$ cat config.mk
export PLATFORM = sky130hd
export DESIGN_NAME = dma_ctl_reg
export DESIGN_NICKNAME = d
export VERILOG_FILES = /design/src/rtl/dsr_pkg.sv /design/src/rtl/dsr_chan.sv /design/src/rtl/dsr_main_fsm.sv /design/src/rtl/dma_ctl_reg.sv
export SDC_FILE = /design/constraint.sdc
export NUM_CORES = 1
export LEC_CHECK = 0
export CORE_AREA = 2 2 39 41
export CTS_CLUSTER_DIAMETER = 150
export DETAILED_ROUTE_END_ITERATION = 8
export DIE_AREA = 0 0 41 43
export DONT_BUFFER_PORTS = 1
export PLACE_DENSITY = 0.32
export SETUP_SLACK_MARGIN = 0.3
export SKIP_LAST_GASP = 1
export SYNTH_ARGS = -nofsm -noshare
export SYNTH_HDL_FRONTEND = slang
export SYNTH_HIERARCHICAL = 1
export SYNTH_SLANG_ARGS = --single-unit
$ cat constraint.sdc
create_clock -name clk -period 0.9 [get_ports clk]
set_clock_uncertainty 0.1 [all_clocks]
set_input_delay 0.045 -clock clk [delete_from_list [all_inputs] [get_ports clk]]
set_output_delay 0.045 -clock clk [all_outputs]
set_load 0.03 [all_outputs]
$ cat src/rtl/dsr_pkg.sv
package dsr_pkg;
    localparam int NUM_CH    = 2;
    localparam int DATA_W    = 8;
    localparam int EN_BASE   = 6;
    localparam int QUAL_BASE = 4;
    localparam int IE_BASE   = 2;
    localparam int SPARE_BIT = 1;
    localparam int MAIN_BIT  = 0;

    typedef enum logic {
        MAIN_OFF = 1'b0,
        MAIN_ON  = 1'b1
    } main_state_t;
endpackage

$ cat src/rtl/dsr_chan.sv
module dsr_chan (
    input  logic clk,
    input  logic rst_n,
    input  logic wr_en,
    input  logic d_en,
    input  logic d_qual,
    input  logic d_ie,
    input  logic term,
    output logic en,
    output logic ie,
    output logic set_req
);
    logic qual_wr;

    assign qual_wr = wr_en && !d_qual;
    assign set_req = qual_wr && d_en;

    always_ff @(posedge clk) begin
        if (!rst_n) begin
            en <= 1'b0;
            ie <= 1'b0;
        end else begin
            if (term)         en <= 1'b0;
            else if (qual_wr) en <= d_en;
            if (wr_en)        ie <= d_ie;
        end
    end


    term_clears_chk: assert property (@(posedge clk) disable iff (!rst_n)
        term |=> !en);


    unqual_hold_chk: assert property (@(posedge clk) disable iff (!rst_n)
        (!term && !(wr_en && !d_qual)) |=> $stable(en));


    ie_follows_chk: assert property (@(posedge clk) disable iff (!rst_n)
        wr_en |=> (ie == $past(d_ie)));
endmodule

$ cat src/rtl/dsr_main_fsm.sv
module dsr_main_fsm
    import dsr_pkg::*;
(
    input  logic clk,
    input  logic rst_n,
    input  logic set_any,
    input  logic nmi,
    output logic main_on
);
    main_state_t state, state_nx;

    always_ff @(posedge clk) begin
        if (!rst_n) state <= MAIN_OFF;
        else        state <= state_nx;
    end

    always_comb begin
        state_nx = state;
        unique case (state)
            MAIN_OFF: if (set_any && !nmi) state_nx = MAIN_ON;   // ARM
            MAIN_ON:  if (nmi)             state_nx = MAIN_OFF;  // HALT
                                                                  // REARM: stay
            default:                       state_nx = MAIN_OFF;
        endcase
    end

    always_comb main_on = (state == MAIN_ON);


    nmi_halts_chk: assert property (@(posedge clk) disable iff (!rst_n)
        nmi |=> (state == MAIN_OFF));


    set_arms_chk: assert property (@(posedge clk) disable iff (!rst_n)
        (set_any && !nmi) |=> (state == MAIN_ON));


    main_quiet_chk: assert property (@(posedge clk) disable iff (!rst_n)
        (!set_any && !nmi) |=> $stable(state));
endmodule

$ cat src/rtl/dma_ctl_reg.sv
module dma_ctl_reg
    import dsr_pkg::*;
(
    input  logic              clk,
    input  logic              rst_n,
    input  logic              wr_en,
    input  logic [DATA_W-1:0] wr_data,
    output logic [DATA_W-1:0] rd_data,
    input  logic [NUM_CH-1:0] term_pulse,
    input  logic              nmi_evt,
    output logic [NUM_CH-1:0] chan_active,
    output logic [NUM_CH-1:0] irq_req
);
    logic [NUM_CH-1:0] en, ie, set_req;
    logic              main_on;
    logic              unused_bits;

    assign unused_bits = ^wr_data[SPARE_BIT:MAIN_BIT];

    for (genvar i = 0; i < NUM_CH; i++) begin : g_ch
        dsr_chan u_chan (
            .clk     (clk),
            .rst_n   (rst_n),
            .wr_en   (wr_en),
            .d_en    (wr_data[EN_BASE+i]),
            .d_qual  (wr_data[QUAL_BASE+i]),
            .d_ie    (wr_data[IE_BASE+i]),
            .term    (term_pulse[i]),
            .en      (en[i]),
            .ie      (ie[i]),
            .set_req (set_req[i])
        );
    end

    dsr_main_fsm u_main (
        .clk     (clk),
        .rst_n   (rst_n),
        .set_any (|set_req),
        .nmi     (nmi_evt),
        .main_on (main_on)
    );

    always_comb begin
        rd_data            = '0;
        rd_data[SPARE_BIT] = 1'b1;
        rd_data[MAIN_BIT]  = main_on;
        for (int i = 0; i < NUM_CH; i++) begin
            rd_data[EN_BASE+i]   = en[i];
            rd_data[QUAL_BASE+i] = 1'b1;
            rd_data[IE_BASE+i]   = ie[i];
        end
        chan_active = en & {NUM_CH{main_on}};
        irq_req     = ~en & ie;
    end


    nmi_beats_set_chk: assert property (@(posedge clk) disable iff (!rst_n)
        (nmi_evt && wr_en && !wr_data[QUAL_BASE] && wr_data[EN_BASE])
            |=> (chan_active == '0));


    nmi_keeps_en_chk: assert property (@(posedge clk) disable iff (!rst_n)
        (nmi_evt && !wr_en && term_pulse == '0)
            |=> $stable(rd_data[EN_BASE+NUM_CH-1:EN_BASE]));
endmodule

Word level (Yosys, flattened, before mapping)

Index checks and enable logic that the tools add are counted.

Word-level logic and storage cells: 24
Register bits: 5

Reductions and logical operators: 11
Muxes and demuxes: 3
Bitwise gates (word level): 5

Operators with widths:

| kind                            | number |
|---|---|
| OR reduction 2 bit              | 3 |
| logical AND 1 bit               | 5 |
| AND 2 bit                       | 2 |
| zero test 1 bit                 | 3 |
| 2-to-1 mux 1 bit                | 2 |
| inverter 1 bit                  | 2 |
| inverter 2 bit                  | 1 |
| case mux 1 bit (2 select lines) | 1 |

Depth between registers and ports, before layout

Gate-level depths: netlist of the first run.

Depth after elaboration: 7
Mapped depth: 4

Hierarchy

Netlist of the first run, hierarchy kept.

By module, submodules not included:

| module       | cells each | sequential area each (um2) | times used | area each (um2) |
|---|---|---|---|---|
| dsr_chan     | 8          | 40.0                       | 2          | 92.6 |
| dma_ctl_reg  | 10         | 0.0                        | 1          | 72.6 |
| dsr_main_fsm | 3          | 20.0                       | 1          | 36.3 |

Worst setup path before layout of the first run

Ideal clock, no wire load.

Path kind: register -> output
Start point: reg g_ch[0].u_chan.en
End point: out irq_req[0]
Slack: -0.088 ns
Stages on the path, launching flop included: 2
Data required time: 0.755 ns
Data arrival time: 0.843 ns
Cell sequence: dfxtp_1 and2b_2

Longest elaborated chain between the ends: 2

RTL lines:

| what                     | line              | text |
|---|---|---|
| start: declaration       | dsr_chan.sv:9     | `output logic en,` |
| start signal: assignment | dsr_chan.sv:24    | `else if (qual_wr) en <= d_en;` |
| inverter 2 bit           | dma_ctl_reg.sv:53 | `irq_req = ~en & ie;` |
| AND 2 bit                | dma_ctl_reg.sv:53 |  |
| end: declaration         | dma_ctl_reg.sv:12 | `output logic [NUM_CH-1:0] irq_req` |

Every way passes these cells.

Final worst setup path of the first run

Start point: reg g_ch[1].u_chan.ie
End point: out irq_req[1]

Longest elaborated chain between the ends: 1

RTL lines:

| what                     | line              | text |
|---|---|---|
| start: declaration       | dsr_chan.sv:10    | `output logic ie,` |
| start signal: assignment | dsr_chan.sv:25    | `if (wr_en) ie <= d_ie;` |
| AND 2 bit                | dma_ctl_reg.sv:53 |  |

Every way passes these cells.

==> results of run 1 <==
[worst max path at each step]
stage	from	cells past startpoint	slack (ps)	to
after floorplan	g_ch[0].u_chan/en$_SDFFE_PP0P_	1	70	irq_req[0]
after global placement	wr_en	4	60	u_main/main_on$_SDFF_PN0_
after detailed placement	wr_en	4	50	u_main/main_on$_SDFF_PN0_
after CTS	g_ch[1].u_chan/ie$_SDFFE_PN0P_	1	-150	irq_req[1]
after global routing	g_ch[1].u_chan/ie$_SDFFE_PN0P_	1	-180	irq_req[1]
final	g_ch[1].u_chan/ie$_SDFFE_PN0P_	1	-130	irq_req[1]
[through the flow]
stage	area, um2	power, mW	utilization (%)
final	415	0.595	30.0
after global routing	415	0.655	30.0
after detailed placement	330	0.329	23.9
after global placement	330	0.328	23.9
after CTS	380	0.603	27.5
after floorplan	322	0.331	-
[worst reg2reg max path, cell delays in order, from the launching register on]
cell and delay [ps]:
dfxtp_4 350, buf_6 110, a21oi_4 130, nor3b_2 50
[power by group]
group | switching, mW | leakage, nW | internal (mW)
Sequential | 0.0195 | 0.0445 | 0.224
Combinational | 0.0558 | 0.117 | 0.0421
Clock | 0.0870 | 0.0150 | 0.167
Total | 0.162 | 0.177 | 0.433
[flip-flops by register name, summed over array words and instances, names as in the netlist]
name and cells:
g_ch.u_chan/ie 2, g_ch.u_chan/en 2, u_main/main_on 1
[cells in the mapped netlist (2+ instances only)]
master,n
a21oi_2,2
and2_2,2
and2b_2,2
and3b_1,2
buf_4,4
dfxtp_1,5
mux2i_1,2
nand2b_1,2
nor2b_1,2
nor3b_2,3
[final cells by class]
cell class | count | area (um2)
Clock buffer | 4 | 26.3
Tap cell | 16 | 20.0
Timing Repair Buffer | 6 | 60.1
Multi-Input combinational cell | 22 | 190
Sequential cell | 5 | 119
Fill cell | 148 | 968
[cell families after synthesis]
group           synth area share [%]
buf+inv                         10.2
compound gates                  5.96
simple gates                    41.7
flops                           34.0
mux                             6.81
other cells                     1.28
[layer usage]
metal  global-route usage [%]  vias to the layer above  share of wire, %
met5                        0                        -                 0
met1                     10.3                      106                38
met3                     9.42                        0                13
li1                         -                      104                 -
met2                     10.9                       16                49
met4                     2.00                        0                 0
[what timing repair did]
item	4_1_cts	5_1_grt
endpoints found under the hold margin	5	5
buffers inserted	1	2
gates resized for setup	7	4
pin swaps	0	3
endpoints found under the setup margin	14	14
==> results.json, run 1 <==
{
  "finalWirelength_um": 652,
  "critPathMaxStageDelay_ps": 400,
  "synth_cell_types": 13,
  "critical_path_class": "reg2out",
  "max_freq_ghz": 0.968,
  "finalWorstSetupSlack_ps": -133,
  "cts_made_buffers": 3,
  "drive_gt1_share_pct": 64.9,
  "placedCellCount": 46,
  "slew_viol_final": 0,
  "p_leak_nw": 0.177,
  "start_util_pct": 21.2,
  "cts.sinks": 5,
  "num_vias": 226,
  "antennaDiodeCount": 0,
  "outcome": "finished with violations",
  "crit_slowest_cell": "dfxtp_4",
  "gp_congestion": 0.577,
  "yosysTopAreaCell": "dfxtp_1",
  "critical_path_buf_inv_count": 0,
  "ioPinCount": 26,
  "arrival_ps": 890,
  "final_antenna_net_count": 0,
  "postSynth.asyncResetShare_pct": 0,
  "synthCells": 29,
  "ys_seq_area_share_pct": 34.0,
  "first_pass_iters": 3,
  "syn_area_per_cell_um2": 10.1,
  "synth_edf_count": 0,
  "maxCapViolCount": 0,
  "grt-ovfl-total": 0,
  "grt_pass1_vias": 192,
  "finalHoldViolations": 5,
  "fin_crit_sh_pct": 115,
  "rsz0062_at_grt": "true",
  "max-vdd-ir-drop_mv": 1.00,
  "r2r_end": "g_ch[0].u_chan/en$_SDFFE_PP0P_",
  "cts_root_buf": "clkbuf_4",
  "holdWs_ps": -242,
  "synth_flop_cell": "dfxtp_1",
  "pre_cts_ws_ps": 46.0,
  "yosys-top-cells-area": "dfxtp_1, nor3b_2, buf_4",
  "viasPerCell": 4.26,
  "cts_tree": "yes",
  "grt_pass1_wl_um": 917,
  "hp-start": "term_pulse[1]",
  "die_w_um": 41,
  "finalSetupViolCount": 5,
  "syn_area_um2": 294,
  "critPathMaxFanout": 3,
  "ys_ff_latch": 5,
  "grtUsageTotal_pct": 8.84,
  "antenna_found_initial": 0,
  "min_period_ps": 1030,
  "clock_latency_ps": 240,
  "netlist.area_leader.share_pct": 34.0,
  "crit_family": "flip-flops",
  "endpoint_kind": "output port",
  "setup_tns_ps": -411,
  "cp_cell_sequence": "and2b_2",
  "holdPathEnd": "g_ch[1].u_chan/en$_SDFFE_PP0P_",
  "worst_r2r_startpoint": "g_ch[0].u_chan/en$_SDFFE_PP0P_",
  "layout_commonest_cell": "dfxtp_4",
  "core_area_um2": 1380,
  "cp.required_ps": 750,
  "path_clk_slew_ps": 40,
  "drc": 0,
  "grt_max_degree": 7,
  "finalNonFillerCells": 53,
  "violations": "hold timing, setup timing",
  "dieHeight_um": 43,
  "drt_iter0_drc": 2,
  "area_delta_synth_final_pct": 41.3,
  "num-nets-final": 52,
  "powerDensity_nw_per_um2": 1430,
  "r2r_slack_ps": 50,
  "worst_setup_path_start_kind": "flip-flop",
  "layout_common_cells": "dfxtp_4, buf_6, conb_1, clkbuf_4, nor3b_2",
  "num_rows": 14,
  "post_drt_wl_per_cell_um": 12.3,
  "htreeDepth": 1,
  "r2r_cells": 3,
  "die_area_um2": 1760,
  "clock_path_buffers": 2,
  "hold_depth": 1,
  "hp-class": "in2reg",
  "ys_warn_count": 6,
  "portBuffers": 0,
  "dp_hpwl_um": 515
}
Power figures use the tool's default switching activity.
==> inputs of run 2 (changes only) <==
- RECOVER_POWER: unset -> 100
- clock period: 0.9 -> 1.2 ns (I/O delays scaled with it)
==> results.json, run 2 (same netlist as run 1, synthesis figures left out) <==
{
  "outcome": "completed",
  "num_vias": 244,
  "drt_iter0_drc": 0,
  "critPathMaxStageDelay_ps": 400,
  "htreeDepth": 1,
  "cts_tree": "yes",
  "path_clk_slew_ps": 40,
  "powerDensity_nw_per_um2": 1080,
  "viasPerCell": 4.14,
  "critPathMaxFanout": 3,
  "setup_tns_ps": 0,
  "post_drt_wl_per_cell_um": 11.5,
  "dieHeight_um": 43,
  "clock_path_buffers": 2,
  "cp_cell_sequence": "and2b_1",
  "maxCapViolCount": 0,
  "crit_slowest_cell": "dfxtp_4",
  "core_area_um2": 1380,
  "cts_made_buffers": 3,
  "grt_max_degree": 6,
  "finalHoldViolations": 0,
  "num-nets-final": 58,
  "portBuffers": 0,
  "critical_path_buf_inv_count": 0,
  "antenna_found_initial": 0,
  "fin_crit_sh_pct": 92.0,
  "die_w_um": 41,
  "grtUsageTotal_pct": 8.65,
  "layout_common_cells": "dlygate4sd3_1, dfxtp_4, conb_1, clkbuf_4, clkbuf_1",
  "max_freq_ghz": 0.906,
  "start_util_pct": 21.2,
  "finalSetupViolCount": 0,
  "arrival_ps": 940,
  "drive_gt1_share_pct": 30.2,
  "finalWirelength_um": 680,
  "grt_pass1_vias": 235,
  "min_period_ps": 1100,
  "layout_commonest_cell": "dlygate4sd3_1",
  "stdcell_area_um2": 419,
  "dpl_cell_area_um2": 319,
  "antennaDiodeCount": 0,
  "critical_path_class": "reg2out",
  "grt_pass1_wl_um": 959,
  "clock_latency_ps": 240,
  "final_antenna_net_count": 0,
  "first_pass_iters": 1,
  "dp_hpwl_um": 488,
  "area_delta_synth_final_pct": 42.6,
  "cts.sinks": 5,
  "worst_setup_path_start_kind": "flip-flop",
  "p_leak_nw": 0.186,
  "endpoint_kind": "output port",
  "crit_family": "flip-flops",
  "drc": 0,
  "hp-class": "in2reg",
  "fill_cells": 157,
  "ioPinCount": 26,
  "gp_congestion": 0.552,
  "die_area_um2": 1760,
  "total_power_mw": 0.454,
  "cts_root_buf": "clkbuf_4",
  "slew_viol_final": 0,
  "cp.required_ps": 1040,
  "rsz0062_at_grt": "true",
  "max-vdd-ir-drop_mv": 0.513,
  "num_rows": 14,
  "grt-ovfl-total": 0
}
run 2: changes by cell type in the layout (fill, tap and decap cells not counted), sizes merged:
cell / before / now
clkbuf: 4 / 6
dlymetal6s4s: 0 / 1
dlygate4sd3: 0 / 6
buf: 6 / 3
run 2: worst paths after layout:
check | from | end | slack [ps] | depth (start not counted)
worst max register to register | g_ch[1].u_chan/en$_SDFFE_PP0P_ | g_ch[1].u_chan/en$_SDFFE_PP0P_ | 320 | 3
worst min-delay path | wr_data[4] | g_ch[0].u_chan/en$_SDFFE_PP0P_ | 40 | 3
worst max-delay path | g_ch[0].u_chan/ie$_SDFFE_PN0P_ | irq_req[0] | 100 | 1
worst min register to register | u_main/main_on$_SDFF_PN0_ | u_main/main_on$_SDFF_PN0_ | 440 | 2
run 2: repair_timing:
item	CTS	global route
buffers inserted	1	1
gates resized for setup	8	5
hold buffers	7	0
endpoints found under the setup margin	7	11
pin swaps	1	2
endpoints found under the hold margin	5	0
gates cloned	0	0
run 2: through the flow:
stage                     instances  hold WS [ps]  utilization, %  worst slack, ps
final                            59          39.3            30.3             95.8
after floorplan                  31          22.1               -              316
after detailed placement         46          24.6            23.1              332
after CTS                        58          46.6            31.9              138
after global routing             59          58.8            30.3             71.5
after global placement           46          24.0            23.1              341
run 2: worst reg2reg max path, stage by stage, from the launching register on:
cell	delay, ps
dfxtp_4	340
buf_4	130
a21oi_1	150
nor3b_2	60
run 2: area by class of cell:
class	count	area, um2	share of cell area (%)
multi-input combinational	22	155	37.0
sequential	5	119	28.4
timing repair buffer	12	98.8	23.6
clock buffer	4	26.3	6.27
tap	16	20.0	4.78
run 2: routing by layer:
| layer | track usage (%) | vias to the layer above | routed length, um |
|---|---|---|---|
| met5 | 0 | - | 0 |
| met4 | 0 | 0 | 0 |
| met3 | 9.95 | 0 | 96 |
| met2 | 12.2 | 17 | 310 |
| met1 | 9.06 | 110 | 273 |
| li1 | - | 117 | - |
run 2: power by group:
group          switching, mW  leakage (nW)  internal [mW]
Clock                 0.0675        0.0150          0.126
Combinational         0.0446         0.126         0.0353
Sequential            0.0133        0.0445          0.168
==> inputs of run 3 (changes only) <==
- SETUP_SLACK_MARGIN: 0.3 -> unset
==> results.json, run 3 (same netlist as run 1, synthesis figures left out) <==
{
  "slew_viol_final": 0,
  "core_area_um2": 1380,
  "hold_depth": 3,
  "first_pass_iters": 2,
  "clock_latency_ps": 240,
  "grt_pass1_wl_um": 924,
  "final_antenna_net_count": 0,
  "area_delta_synth_final_pct": 33.2,
  "final_util_pct": 28.3,
  "drive_gt1_share_pct": 20.9,
  "cts_root_buf": "clkbuf_4",
  "holdWs_ps": -6.58,
  "arrival_ps": 950,
  "total_power_mw": 0.461,
  "max_freq_ghz": 0.899,
  "viasPerCell": 3.92,
  "worst_r2r_startpoint": "u_main/main_on$_SDFF_PN0_",
  "num_rows": 14,
  "cts_tree": "yes",
  "num_vias": 231,
  "worst_setup_path_start_kind": "flip-flop",
  "critical_path_buf_inv_count": 0,
  "clock_path_buffers": 2,
  "wl_met1_um": 254,
  "ioPinCount": 26,
  "min_period_ps": 1110,
  "drt_iter0_drc": 3,
  "hp-start": "wr_en",
  "gp_congestion": 0.591,
  "wl_met2_um": 325,
  "finalWorstSetupSlack_ps": 87.7,
  "placedCellCount": 48,
  "finalHoldViolations": 2,
  "layout_common_cells": "dlygate4sd3_1, dfxtp_1",
  "antenna_found_initial": 0,
  "fin_crit_sh_pct": 92.7,
  "post_drt_wl_per_cell_um": 11.3,
  "max-vdd-ir-drop_mv": 0.469,
  "r2r_end": "u_main/main_on$_SDFF_PN0_",
  "finalSetupViolCount": 0,
  "rsz0062_at_grt": "false",
  "critical_path_class": "reg2out",
  "p_leak_nw": 0.174,
  "cts_made_buffers": 3,
  "p_seq_share_pct": 38.8,
  "powerDensity_nw_per_um2": 1180,
  "cts.repair.resized": 0,
  "dpl_cell_area_um2": 329,
  "fill_cells": 158,
  "top_layer_used": "met3",
  "setup_tns_ps": 0,
  "htreeDepth": 1,
  "violations": "hold timing",
  "critPathMaxStageDelay_ps": 370,
  "r2r_slack_ps": 420,
  "wl_met3_um": 84,
  "drc": 0,
  "r2r_cells": 2,
  "die_w_um": 41,
  "finalNonFillerCells": 59,
  "hp-class": "in2reg",
  "maxCapViolCount": 0,
  "pre_cts_ws_ps": 335,
  "p_comb_share_pct": 19.1,
  "clock_power_share_pct": 42.0,
  "start_util_pct": 21.2,
  "portBuffers": 0,
  "antennaDiodeCount": 0,
  "crit_family": "flip-flops",
  "endpoint_kind": "output port",
  "swShare_pct": 27.4,
  "outcome": "finished with violations",
  "critPathMaxFanout": 4,
  "cp.required_ps": 1040,
  "cts.sinks": 5,
  "layout_commonest_cell": "dlygate4sd3_1",
  "p_sw_mw": 0.126,
  "path_clk_slew_ps": 40,
  "finalWirelength_um": 664,
  "die_area_um2": 1760,
  "dieHeight_um": 43,
  "crit_slowest_cell": "dfxtp_1",
  "cp_cell_sequence": "and2_1",
  "grt_max_degree": 6,
  "grt-ovfl-total": 0,
  "holdPathEnd": "g_ch[0].u_chan/en$_SDFFE_PP0P_",
  "num-nets-final": 58,
  "dp_hpwl_um": 497,
  "grt_pass1_vias": 246,
  "grtUsageTotal_pct": 8.55,
  "stdcell_area_um2": 392,
  "p_int_mw": 0.335
}
[run 3: what timing repair did]
item / CTS / global route
buffers inserted: 0 / 0
endpoints found under the hold margin: 5 / 0
hold buffers: 7 / 0
[run 3: cell type report]
class	count	area (um2)	area share, %
clock buffers	4	26.3	6.71
multi-input cells	22	153	39.0
well taps	16	20.0	5.11
repair buffers	12	92.6	23.6
flip-flops and latches	5	100	25.6
[run 3: worst max path at each step]
stage                     cells past startpoint                           start                   endpoint  slack [ps]
final                                         1  g_ch[0].u_chan/en$_SDFFE_PP0P_             chan_active[0]          90
after CTS                                     1  g_ch[0].u_chan/en$_SDFFE_PP0P_                 irq_req[0]         100
after detailed placement                      4                           wr_en  u_main/main_on$_SDFF_PN0_         330
after global routing                          1  g_ch[0].u_chan/en$_SDFFE_PP0P_             chan_active[0]          50
after floorplan                               1  g_ch[0].u_chan/en$_SDFFE_PP0P_                 irq_req[0]         200
after global placement                        4                           wr_en  u_main/main_on$_SDFF_PN0_         340
[run 3: power groups by stage]
stage          clock network, mW  registers [mW]  logic (mW)
3_3_place_gp                   0           0.182      0.0744
6_report                   0.194           0.179      0.0881
5_1_grt                    0.214           0.179      0.0947
4_1_cts                    0.206           0.179      0.0972
3_5_place_dp                   0           0.182      0.0746
2_1_floorplan                  0           0.192      0.0601
[run 3: layer usage]
| metal | GRT usage (%) | vias to the layer above |
|---|---|---|
| met5 | 0 | - |
| met2 | 13.8 | 17 |
| met3 | 6.28 | 0 |
| met4 | 4.00 | 0 |
| met1 | 7.44 | 98 |
| li1 | - | 116 |
